## config.mk

```make
export PLATFORM = sky130hd
export DESIGN_NAME = csa_skip_adder
export DESIGN_NICKNAME = d
export VERILOG_FILES = /design/src/rtl/csa_pkg.sv /design/src/rtl/csa_pg_gen.sv /design/src/rtl/csa_ripple_group.sv /design/src/rtl/csa_skip_mux.sv /design/src/rtl/csa_skip_adder.sv
export SDC_FILE = /design/constraint.sdc
export NUM_CORES = 1
export LEC_CHECK = 0
export CAP_MARGIN = 20
export CELL_PAD_IN_SITES_DETAIL_PLACEMENT = 0
export CELL_PAD_IN_SITES_GLOBAL_PLACEMENT = 1
export CORE_MARGIN = 2
export CORE_UTILIZATION = 25
export DETAILED_ROUTE_END_ITERATION = 10
export PLACE_DENSITY_LB_ADDON = 0.1
export SETUP_SLACK_MARGIN = 0.15
export SLEW_MARGIN = 5
export SYNTH_ARGS = -nofsm -noshare
export SYNTH_HDL_FRONTEND = slang
export SYNTH_SLANG_ARGS = --single-unit
```

## constraint.sdc

```tcl
create_clock -name vclk -period 11
set_clock_uncertainty 0.2 [all_clocks]
set_input_delay 1.65 -clock vclk [all_inputs]
set_output_delay 1.65 -clock vclk [all_outputs]
set_load 0.03 [all_outputs]
```

## src/rtl/csa_pkg.sv

```systemverilog
package csa_pkg;

    // Per-bit carry terms.
    typedef struct packed {
        logic p;   // carry passes through this bit
        logic g;   // this bit creates a carry on its own
    } pg_bit_t;

    function automatic pg_bit_t make_pg(input logic a, input logic b);
        pg_bit_t r;
        r.p = a ^ b;
        r.g = a & b;
        return r;
    endfunction

    function automatic logic next_carry(input pg_bit_t x, input logic c);
        return x.g | (x.p & c);
    endfunction

    function automatic logic sum_of(input pg_bit_t x, input logic c);
        return x.p ^ c;
    endfunction

endpackage

```

## src/rtl/csa_pg_gen.sv

```systemverilog
module csa_pg_gen
    import csa_pkg::*;
#(
    parameter int WIDTH = 16
) (
    input  logic [WIDTH-1:0]    a_i,
    input  logic [WIDTH-1:0]    b_i,
    output pg_bit_t [WIDTH-1:0] pg_o
);

    for (genvar i = 0; i < WIDTH; i++) begin : g_bit
        assign pg_o[i] = make_pg(a_i[i], b_i[i]);
    end

endmodule

```

## src/rtl/csa_ripple_group.sv

```systemverilog
module csa_ripple_group
    import csa_pkg::*;
#(
    parameter int GROUP = 4
) (
    input  pg_bit_t [GROUP-1:0] pg_i,
    input  logic                c_in,
    output logic [GROUP-1:0]    sum_o,
    output logic                c_ripple_o,
    output logic                skip_o
);

    logic [GROUP:0]   chain;
    logic [GROUP-1:0] prop_vec;

    assign chain[0] = c_in;

    for (genvar i = 0; i < GROUP; i++) begin : g_stage
        assign prop_vec[i]  = pg_i[i].p;
        assign sum_o[i]     = sum_of(pg_i[i], chain[i]);
        assign chain[i+1]   = next_carry(pg_i[i], chain[i]);
    end

    assign c_ripple_o = chain[GROUP];
    assign skip_o     = &prop_vec;

    // Skipping is safe only if the ripple chain would give the same carry.
    always_comb begin
        if (skip_o) begin
            assert_skip_matches_ripple_R2: assert (c_ripple_o == c_in)
                else $error("skip taken but ripple carry differs");
            assert_skip_sum_inverts_R3: assert (sum_o == {GROUP{~c_in}})
                else $error("all-propagate group sum not inverse of carry-in");
        end
    end

endmodule

```

## src/rtl/csa_skip_mux.sv

```systemverilog
module csa_skip_mux (
    input  logic c_in,
    input  logic c_ripple,
    input  logic skip,
    output logic c_out
);

    assign c_out = skip ? c_in : c_ripple;

endmodule

```

## src/rtl/csa_skip_adder.sv

```systemverilog
module csa_skip_adder
    import csa_pkg::*;
#(
    parameter int WIDTH = 16,
    parameter int GROUP = 4
) (
    input  logic [WIDTH-1:0] opnd_a,
    input  logic [WIDTH-1:0] opnd_b,
    input  logic             carry_in,
    output logic [WIDTH-1:0] sum_out,
    output logic             carry_out
);

    localparam int NGRP = WIDTH / GROUP;

    if ((WIDTH % GROUP) != 0) begin : g_bad_cfg
        $error("GROUP must divide WIDTH");
    end

    pg_bit_t [WIDTH-1:0] pg;
    logic    [NGRP:0]    gcarry;
    logic    [NGRP-1:0]  rip_c;
    logic    [NGRP-1:0]  skip;

    csa_pg_gen #(.WIDTH(WIDTH)) u_pg (
        .a_i  (opnd_a),
        .b_i  (opnd_b),
        .pg_o (pg)
    );

    assign gcarry[0] = carry_in;

    for (genvar k = 0; k < NGRP; k++) begin : g_grp
        csa_ripple_group #(.GROUP(GROUP)) u_grp (
            .pg_i       (pg[k*GROUP +: GROUP]),
            .c_in       (gcarry[k]),
            .sum_o      (sum_out[k*GROUP +: GROUP]),
            .c_ripple_o (rip_c[k]),
            .skip_o     (skip[k])
        );

        csa_skip_mux u_mux (
            .c_in     (gcarry[k]),
            .c_ripple (rip_c[k]),
            .skip     (skip[k]),
            .c_out    (gcarry[k+1])
        );
    end

    assign carry_out = gcarry[NGRP];

    always_comb begin
        assert_sum_exact_R1: assert ({carry_out, sum_out} ==
            ({1'b0, opnd_a} + {1'b0, opnd_b} + {{WIDTH{1'b0}}, carry_in}))
            else $error("adder result differs from arithmetic sum");
        if (&skip) begin
            assert_full_skip_carry_R2: assert (carry_out == carry_in)
                else $error("all groups skip but carry_out differs from carry_in");
        end
    end

endmodule

```

==> qor_table.md, run 1 <==
| Group | Parameter | This run |
| --- | --- | --- |
| timing | Ratio of final minimum period to clock period | 96.2% |
| floorplan | Die outline width | 54.7 um |
| floorplan | Die Outline Area | 0.00299 sq mm |
| yosys | Syn_area_per_cell | 11.7 sq um |
| setup path | Crit path arrival time | 8.73 ns |
| yosys | Fraction of synthesized cell area taken by the top area cell type | 49.8% |
| global routing | Pin count of the biggest net entering global routing | 4 |
| timing | Minimum period implied by the final worst setup slack | 10.58 ns |
| setup path | Crit path capture type | output pin |
| yosys | Biggest area contributors in the synthesized netlist | fa_1 50%, ha_1 31%, inv_1 5.3% |
| place | Post-detail-place hpwl | 1300 um |
| final layout | Area added between synthesis and finish | 94.2% |
| power and ir drop | Power per unit of standard cell area | 74.3 mW/mm^2 |
| routing | Total wirelength of the detailed-routed design | 1410 um |
| routing | Iteration-0 DRC count of the detailed router | 2 |
| timing | Highest clock rate | 94.5 MHz |
| hold path | Worst Hold Path EP | sum_out[14] |
| routing | Routed wirelength normalized by instance count | 10.0 um |
| power and ir drop | Total Power | 92.7 uW |
| final layout | Utilization of the core after routing | 50.9% |
| yosys | Yosys top cell by area | fa_1 |
| setup path | Master of the slowest instance on the critical path | clkdlybuf4s50_1 |
| place | Placer's final routability congestion estimate | 0.659 |
| global routing | Via count of the first global-routing pass | 527 |
| final layout | Summed area of non-filler cells in the final layout | 0.00125 sq mm |
| floorplan | Initial Utilization | 26.2% |
| timing | Endpoints failing hold | 0 |
| yosys | Synthesized instance count | 55 |
| floorplan | Die span in y | 54.7 um |
| setup path | Buffers plus inverters on the worst setup path | 6 |
| yosys | Post-synthesis instance area | 643 sq um |
| routing | DRC Markers | 0 |
| setup path | Worst setup path class | in -> out |
| setup path | Critical path peak fanout | 2 |
| power and ir drop | Leakage | 0.541 nW |
| final layout | Clock buffer count | 0 |
| outcome | Outcome | complete, no violations |
| final layout | Layout cell share with drive strength beyond 1 | 19.8% |
| floorplan | Number of placed I/O pins | 50 |
| floorplan | Standard-cell rows | 18 |
| clocking | Count of hold-fix buffers inserted at cts | 0 |
| timing | Setup TNS | 0 ns |
| routing | Count of vias placed by the detailed router | 585 |
| hold path | Worst Hold Depth | 3 |
| timing | Worst Max-Slew Pin Slew | 0.314 ns |
| timing | Final worst hold slack | 3.93 ns |
| final layout | Sequential cell count | 0 |
| global routing | Total track usage | 9.01% |
| hold path | Kind of path behind the tightest hold check | in -> out |
| power and ir drop | IR drop worst, VDD | 0.0423 mV |
| setup path | Critical path launch point type | input port |
| routing | Count of nets left with antenna violations after detail routing | 0 |
| hold path | Worst Hold Launch | opnd_b[14] |
| place | DP Area | 0.00121 sq mm |
| global routing | Antenna violations before repair | 0 |
| timing | Relative slew margins | 79.0% |
| routing | Router iterations before antenna repair | 2 |
| setup path | Critical path required time | 9.15 ns |
| global routing | Global-route wire length before repair | 2090 um |
| timing | Setup violators final | 0 |
| yosys | Distinct cell type count of the synthesized netlist | 11 |
| final layout | Combined flip-flop and latch cell area | 0 sq um |
| routing | Vias per cell | 4.15 |
| yosys | Nets in the synthesized netlist | 120 |
| timing | Final Slew Violations | 0 |
| setup path | Maximum cell stage delay along the critical path | 0.42 ns |
| global routing | Total overflow reported by the global router | 0 |
| floorplan | Core region area | 0.00245 sq mm |
| yosys | Sequential element share of the synthesized area | 0% |
| final layout | Number of nets in the final layout | 178 |
| yosys | Most numerous cell types in the synthesized netlist | 16 x fa_1, 16 x ha_1, 9 x inv_1, 4 x nand4_1, 3 x nor2_1 |
| place | Port Buf Inserts | 50 |
| setup path | Cell type group with the largest total delay on the critical path | adder cells |
| timing | RSZ-0062 raised after global routing | false |
| setup path | Most frequent cell on the critical path | fa_2 |
| final layout | Antenna Cells | 0 |
| flow run | # Max-Cap Violations | 0 |
| yosys | Number of warnings reported in the yosys synthesis log | 0 |
per-layer routing:
layer | track usage [%] | wire (um) | share of wire, %
met2 | 16.5 | 768 | 54
met5 | 0 | 0 | 0
met3 | 0.820 | 132 | 9.3
met1 | 12.1 | 511 | 36
met4 | 0 | 0 | 0
worst min-delay path: cells and delay by family:
kind	cells	cell delay [ns]
adders and majority gates	1	0.17
buffers and inverters	2	0.65
final cells by class:
| cell class | count | area (sq um) |
|---|---|---|
| inverters | 9 | 33.8 |
| repair buffers | 56 | 536 |
| fillers | 229 | 1210 |
| well taps | 30 | 37.5 |
| multi-input cells | 46 | 642 |
power by group:
part	internal [mW]	switching [mW]
combinational	0.0443	0.0484
clock	0	0
sequential	0	0
total	0.0443	0.0484
through the flow:
stage / instances / setup slack, ns
CTS: 140 / 0.157
global placement: 139 / -0.277
floorplan: 55 / 0.683
detailed placement: 139 / -0.324
global route: 141 / 0.179
finish: 141 / 0.422
how the worst max path moves through the flow:
stage	from	end	slack, ns	cells past startpoint
after global placement	opnd_a[0]	carry_out	-0.28	27
after floorplan	opnd_a[0]	sum_out[15]	0.68	25
final	opnd_a[0]	sum_out[15]	0.42	27
after CTS	opnd_a[0]	sum_out[15]	0.16	27
after detailed placement	opnd_a[0]	carry_out	-0.32	27
after global routing	opnd_a[0]	sum_out[15]	0.18	27
cells in the final DEF (no fill, tap or decap):
master | Yosys | layout
a41oi_2 | 0 | 1
inv_1 | 9 | 9
a21oi_1 | 1 | 1
fa_2 | 0 | 10
clkbuf_2 | 0 | 1
mux2_4 | 1 | 1
o21ai_2 | 1 | 1
buf_4 | 0 | 8
ha_1 | 16 | 16
clkdlybuf4s50_1 | 0 | 47
a22oi_1 | 1 | 1
nand4_1 | 4 | 4
nand2_1 | 2 | 2
nor2_1 | 3 | 3
fa_1 | 16 | 6
cells by family after synthesis:
family	Yosys count	synth area share, %
adder cells (fa/ha/maj)	32	80.9
AND/OR/NAND/NOR	9	6.81
buffers and inverters	9	5.25
AO/OA/AOI/OAI	4	4.67
multiplexers	1	2.33
timing repair:
item | CTS | global route
pin swaps | 0 | 1
endpoints found under the setup margin | 2 | 2
setup buffers | 1 | 1
gates resized for setup | 7 | 7
(Power assumes the default switching activity.)
==> inputs of run 2 (changes only) <==
- PLACE_DENSITY: default -> 0.95
- PLACE_DENSITY_LB_ADDON: 0.1 -> default
- SETUP_SLACK_MARGIN: 0.15 -> 0.02
- TNS_END_PERCENT: default -> 1
==> qor_table.md, run 2 (synthesis gave the netlist of run 1 again) <==
| Group | Parameter | This run | Delta |
| --- | --- | --- | --- |
| final layout | Clock buffer count | 0 | unchanged |
| floorplan | Number of placed I/O pins | 50 | unchanged |
| final layout | Area added between synthesis and finish | 91.2% |  |
| global routing | Via count of the first global-routing pass | 628 | +19% |
| final layout | Sequential cell count | 0 | unchanged |
| timing | Worst Max-Slew Pin Slew | 0.322 ns | +0.00725 ns |
| place | Post-detail-place hpwl | 1520 um | +17% |
| final layout | Non-filler cells, final | 139 | -1.4% |
| power and ir drop | Combinational fraction of design power | 100.0% | about the same |
| global routing | Total track usage | 11.9% | +2.9 points |
| timing | Endpoints failing hold | 0 | unchanged |
| timing | Minimum period implied by the final worst setup slack | 10.70 ns | +0.122 ns |
| place | Count of placed standard cells including taps | 139 | unchanged |
| setup path | Crit path capture type | output pin |  |
| timing | Relative slew margins | 78.5% | -0.48 points |
| timing | Setup violators final | 0 | unchanged |
| final layout | Number of nets in the final layout | 176 | -1.1% |
| setup path | Most frequent cell on the critical path | fa_1 |  |
| global routing | Total overflow reported by the global router | 0 | unchanged |
| setup path | Maximum cell stage delay along the critical path | 0.44 ns | +0.02 ns |
| global routing | Global-route wire length before repair | 2650 um | +27% |
| final layout | Most frequent cells in the layout | 47 x clkdlybuf4s50_1, 16 x ha_1, 9 x fa_1 |  |
| power and ir drop | Portion of total power attributed to sequential cells | 0% | unchanged |
| clocking | Count of hold-fix buffers inserted at cts | 0 | unchanged |
| setup path | Worst setup path class | in -> out |  |
| setup path | Critical path peak fanout | 2 | unchanged |
| clocking | Total of cells resized after clock tree synthesis | 4 | -3 |
| power and ir drop | Sw Ratio | 53.1% | +0.86 points |
| power and ir drop | Power per unit of standard cell area | 74.7 mW/mm^2 | +0.65% |
| setup path | Cell type group with the largest total delay on the critical path | adder cells |  |
| routing | Router iterations before antenna repair | 1 | -1 |
| final layout | Antenna Cells | 0 | unchanged |
| clocking | Total setup buffers inserted after CTS | 0 | -1 |
| routing | Count of nets left with antenna violations after detail routing | 0 | unchanged |
| floorplan | Initial Utilization | 26.2% | unchanged |
| floorplan | Die outline width | 54.7 um | unchanged |
| power and ir drop | Power Internal | 43.1 uW | -2.6% |
| place | Worst slack, placed | -0.297 ns | +0.0269 ns |
| routing | DRC Markers | 0 | unchanged |
| timing | Least setup slack across all paths after layout | 0.301 ns | -0.122 ns |
| floorplan | Standard-cell rows | 18 | unchanged |
| final layout | Summed area of non-filler cells in the final layout | 0.00123 sq mm | -1.5% |
| setup path | Critical path required time | 9.15 ns | about the same |
| power and ir drop | Clock network power share | 0% | unchanged |
| power and ir drop | Net switching power figure | 48.8 uW | +0.76% |
| global routing | Antenna violations before repair | 0 | unchanged |
| timing | Ratio of final minimum period to clock period | 97.3% | +1.1 points |
| final layout | Utilization of the core after routing | 50.1% | -0.76 points |
| place | Port Buf Inserts | 50 | unchanged |
| outcome | Outcome | complete, no violations |  |
| final layout | Most common cell after layout, fill and taps aside | clkdlybuf4s50_1 |  |
| setup path | Master of the slowest instance on the critical path | clkdlybuf4s50_1 |  |
| flow run | # Max-Cap Violations | 0 | unchanged |
| floorplan | Die span in y | 54.7 um | unchanged |
| setup path | Critical path launch point type | input port |  |
| setup path | Crit path arrival time | 8.85 ns | +0.12 ns |
| hold path | Kind of path behind the tightest hold check | in -> out |  |
| power and ir drop | Leakage | 0.533 nW | -1.3% |
| setup path | Buffers plus inverters on the worst setup path | 6 | unchanged |
| timing | RSZ-0062 raised after global routing | false |  |
| place | DP Area | 0.00121 sq mm | unchanged |
| global routing | Pin count of the biggest net entering global routing | 4 | unchanged |
| routing | Total wirelength of the detailed-routed design | 1620 um | +15% |
| routing | Iteration-0 DRC count of the detailed router | 0 | -2 |
| floorplan | Core region area | 0.00245 sq mm | unchanged |
| power and ir drop | IR drop worst, VDD | 0.0396 mV | -6.3% |
| timing | Setup TNS | 0 ns | unchanged |
| final layout | Layout cell share with drive strength beyond 1 | 15.6% | -4.2 points |
| timing | Highest clock rate | 93.5 MHz | -1.1% |
| floorplan | Die Outline Area | 0.00299 sq mm | unchanged |
| final layout | Number of fill cells | 233 | +1.7% |
| timing | Final Slew Violations | 0 | unchanged |
| routing | Count of vias placed by the detailed router | 582 | -0.51% |
| routing | Vias per cell | 4.19 | +0.92% |
| place | Placer's final routability congestion estimate | 0.755 | +14% |
| final layout | Combined flip-flop and latch cell area | 0 sq um | unchanged |
| routing | Routed wirelength normalized by instance count | 11.7 um | +16% |
run 2: path summary, 6_finish.rpt:
| path | startpoint | to | slack (ns) | depth (start not counted) |
|---|---|---|---|---|
| setup / recovery | opnd_a[0] | sum_out[15] | 0.30 | 27 |
| hold / removal | opnd_b[14] | sum_out[14] | 3.94 | 3 |
run 2: layout make-up:
class	instances	area (sq um)	area share, %
multi-input cells	46	634	51.6
repair buffers	54	524	42.6
inverters	9	33.8	2.75
well taps	30	37.5	3.05
run 2: stage by stage:
stage	hold slack, ns	power (mW)
2_1_floorplan	3.41	0.0528
4_1_cts	3.95	0.0922
5_1_grt	4.00	0.100
3_3_place_gp	3.96	0.0901
3_5_place_dp	3.94	0.0913
6_report	3.94	0.0919
run 2: power by group through the flow:
stage / Sequential (mW) / Clock [mW] / Combinational [mW]
floorplan: 0 / 0 / 0.0528
global placement: 0 / 0 / 0.0901
detailed placement: 0 / 0 / 0.0913
CTS: 0 / 0 / 0.0922
global route: 0 / 0 / 0.100
finish: 0 / 0 / 0.0919
run 2: metal layers:
metal  routed length [um]  GRT usage, %
met5                    0             0
met4                    0             0
met3                  112             0
met2                  916          26.0
met1                  590          13.1
==> inputs of run 3 (changes only) <==
- ABC_AREA: default -> 1
- PLACE_DENSITY: 0.95 -> 0.94
- SLEW_MARGIN: 5 -> default
==> qor_table.md, run 3 <==
| Group | Parameter | This run | Delta |
| --- | --- | --- | --- |
| outcome | Outcome | complete, no violations |  |
| yosys | Nets in the synthesized netlist | 129 | +7.5% |
| global routing | Pin count of the biggest net entering global routing | 3 | -1 |
| power and ir drop | IR drop worst, VDD | 0.0602 mV | +52% |
| yosys | Post-synthesis instance area | 679 sq um | +5.6% |
| setup path | Worst setup path class | in -> out |  |
| final layout | Non-filler cells, final | 152 | +9.4% |
| power and ir drop | Power per unit of standard cell area | 74.8 mW/mm^2 | about the same |
| yosys | Most numerous cell types in the synthesized netlist | 16 x fa_1, 16 x ha_1, 10 x inv_1, 9 x nand2_1 |  |
| setup path | Buffers plus inverters on the worst setup path | 4 | -2 |
| final layout | Number of nets in the final layout | 189 | +7.4% |
| place | Placer's final routability congestion estimate | 0.742 | -1.6% |
| final layout | Multi-input gate area in the final layout | 697 sq um | +9.9% |
| timing | Setup TNS | 0 ns | unchanged |
| routing | Total wirelength of the detailed-routed design | 1710 um | +5.5% |
| final layout | Antenna Cells | 0 | unchanged |
| global routing | Antenna violations before repair | 0 | unchanged |
| power and ir drop | Combinational fraction of design power | 100.0% | about the same |
| power and ir drop | Portion of total power attributed to sequential cells | 0% | unchanged |
| hold path | Worst Hold Path EP | sum_out[15] |  |
| final layout | Utilization of the core after routing | 53.0% | +2.9 points |
| setup path | Critical path peak fanout | 2 | unchanged |
| timing | Endpoints failing hold | 0 | unchanged |
| yosys | Synthesized instance count | 64 | +16% |
| routing | Count of nets left with antenna violations after detail routing | 0 | unchanged |
| floorplan | Core region area | 0.00252 sq mm | +2.8% |
| routing | Vias per cell | 4.21 | +0.56% |
| global routing | Via count of the first global-routing pass | 743 | +18% |
| timing | Highest clock rate | 93.1 MHz | -0.43% |
| hold path | Worst Hold Launch | opnd_b[15] |  |
| floorplan | Initial Utilization | 26.9% | +0.74 points |
| global routing | Global-route wire length before repair | 3040 um | +15% |
| timing | RSZ-0062 raised after global routing | false |  |
| yosys | Fraction of synthesized cell area taken by the top area cell type | 47.1% | -2.7 points |
| final layout | Clock buffer count | 0 | unchanged |
| yosys | Biggest area contributors in the synthesized netlist | fa_1 47%, ha_1 29%, inv_1 5.5% |  |
| place | Post-detail-place hpwl | 1540 um | +1.6% |
| place | Port Buf Inserts | 50 | unchanged |
| floorplan | Die Outline Area | 0.00315 sq mm | +5.2% |
| place | DP Area | 0.00125 sq mm | +3.4% |
| flow run | # Max-Cap Violations | 0 | unchanged |
| global routing | Total overflow reported by the global router | 0 | unchanged |
| timing | Relative slew margins | 78.6% | +0.15 points |
| place | Count of placed standard cells including taps | 149 | +7.2% |
| routing | DRC Markers | 0 | unchanged |
| final layout | Sequential cell count | 0 | unchanged |
| yosys | Distinct cell type count of the synthesized netlist | 15 | +4 |
| power and ir drop | Net switching power figure | 51.9 uW | +6.4% |
| power and ir drop | Power Internal | 48.1 uW | +12% |
| power and ir drop | Leakage | 0.600 nW | +12% |
| setup path | Most frequent cell on the critical path | fa_2 |  |
| routing | Router iterations before antenna repair | 2 | +1 |
| timing | Final Slew Violations | 0 | unchanged |
| timing | Ratio of final minimum period to clock period | 97.7% | +0.42 points |
| timing | Setup violators final | 0 | unchanged |
| setup path | Master of the slowest instance on the critical path | clkdlybuf4s50_1 |  |
| setup path | Critical path required time | 9.15 ns | about the same |
| timing | Minimum period implied by the final worst setup slack | 10.75 ns | +0.0466 ns |
| floorplan | Standard-cell rows | 18 | unchanged |
| power and ir drop | Total Power | 100 uW | +8.8% |
| routing | Iteration-0 DRC count of the detailed router | 2 | +2 |
| setup path | Cell type group with the largest total delay on the critical path | adder cells |  |
| routing | Count of vias placed by the detailed router | 640 | +10% |
| setup path | Maximum cell stage delay along the critical path | 0.46 ns | +0.02 ns |
| power and ir drop | Sw Ratio | 51.9% | -1.2 points |
| final layout | Summed area of non-filler cells in the final layout | 0.00134 sq mm | +8.7% |
| setup path | Crit path arrival time | 8.90 ns | +0.05 ns |
| final layout | Most common cell after layout, fill and taps aside | clkdlybuf4s50_1 |  |
| clocking | Count of hold-fix buffers inserted at cts | 0 | unchanged |
| yosys | Yosys top cell by area | fa_1 |  |
| setup path | Critical path launch point type | input port |  |
| routing | Routed wirelength normalized by instance count | 11.2 um | -3.5% |
| yosys | Sequential element share of the synthesized area | 0% | unchanged |
| global routing | Total track usage | 11.5% | -0.39 points |
| setup path | Crit path capture type | output pin |  |
| final layout | Area added between synthesis and finish | 96.9% |  |
| hold path | Kind of path behind the tightest hold check | in -> out |  |
| yosys | Number of warnings reported in the yosys synthesis log | 0 | unchanged |
| final layout | Combined flip-flop and latch cell area | 0 sq um | unchanged |
| final layout | Layout cell share with drive strength beyond 1 | 33.6% | +18 points |
| final layout | Number of fill cells | 236 | +1.3% |
| final layout | Most frequent cells in the layout | 43 x clkdlybuf4s50_1, 16 x ha_1, 15 x fa_2 |  |
| timing | Worst Max-Slew Pin Slew | 0.319 ns | -0.00219 ns |
| floorplan | Die outline width | 56.1 um | +2.6% |
| floorplan | Number of placed I/O pins | 50 | unchanged |
| power and ir drop | Clock network power share | 0% | unchanged |
| floorplan | Die span in y | 56.1 um | +2.6% |
| hold path | Worst Hold Depth | 5 | +2 |
| yosys | Syn_area_per_cell | 10.6 sq um | -9.2% |
==> run 3: power groups by stage <==
stage | Sequential [mW] | Combinational (mW) | Clock (mW)
after detailed placement | 0 | 0.0940 | 0
after global placement | 0 | 0.0920 | 0
final | 0 | 0.100 | 0
after CTS | 0 | 0.0969 | 0
after floorplan | 0 | 0.0543 | 0
after global routing | 0 | 0.110 | 0
==> run 3: how the worst max path moves through the flow <==
stage	start	endpoint	cells after the start
finish	opnd_a[1]	sum_out[15]	25
global route	opnd_a[1]	sum_out[15]	25
CTS	opnd_a[0]	sum_out[15]	28
detailed placement	opnd_a[0]	carry_out	29
global placement	opnd_a[0]	carry_out	29
floorplan	opnd_a[0]	sum_out[15]	26
==> run 3: layer usage <==
metal	vias up	part of all wire [%]	global-route usage, %
li1	308	-	-
met1	300	34	12.9
met4	0	0	0
met3	0	8.9	2.09
met2	32	57	23.5
met5	-	0	0
==> run 3: layout make-up <==
cell class	instances	area share [%]
multi-input combinational	54	52.1
timing repair buffer	58	42.3
inverter	10	2.81
tap	30	2.81
==> run 3: what timing repair did <==
item | 4_1_cts | 5_1_grt
gates resized for setup | 12 | 20
buffers inserted | 1 | 2
setup endpoints to repair | 2 | 2
pin swaps | 0 | 17
cloned | 0 | 0
==> run 3: cell families after synthesis <==
family / count (synthesis) / share of synthesized area [%]
adder cells (fa/ha/maj): 32 / 76.6
AND/OR/NAND/NOR: 20 / 15.5
buffers and inverters: 10 / 5.53
AO/OA/AOI/OAI: 2 / 2.39
==> run 3: stage by stage <==
step                setup slack, ns  hold WS [ns]
floorplan                     0.441          3.42
global placement             -0.413          3.93
detailed placement           -0.644          3.93
CTS                          0.0258          3.94
global route                0.00952          3.99
finish                        0.254          3.93
==> run 3: tightest hold or removal path, delay by kind of cell <==
family / cells / cell delay (ns)
buffers and inverters: 4 / 0.68
adders and majority gates: 1 / 0.15
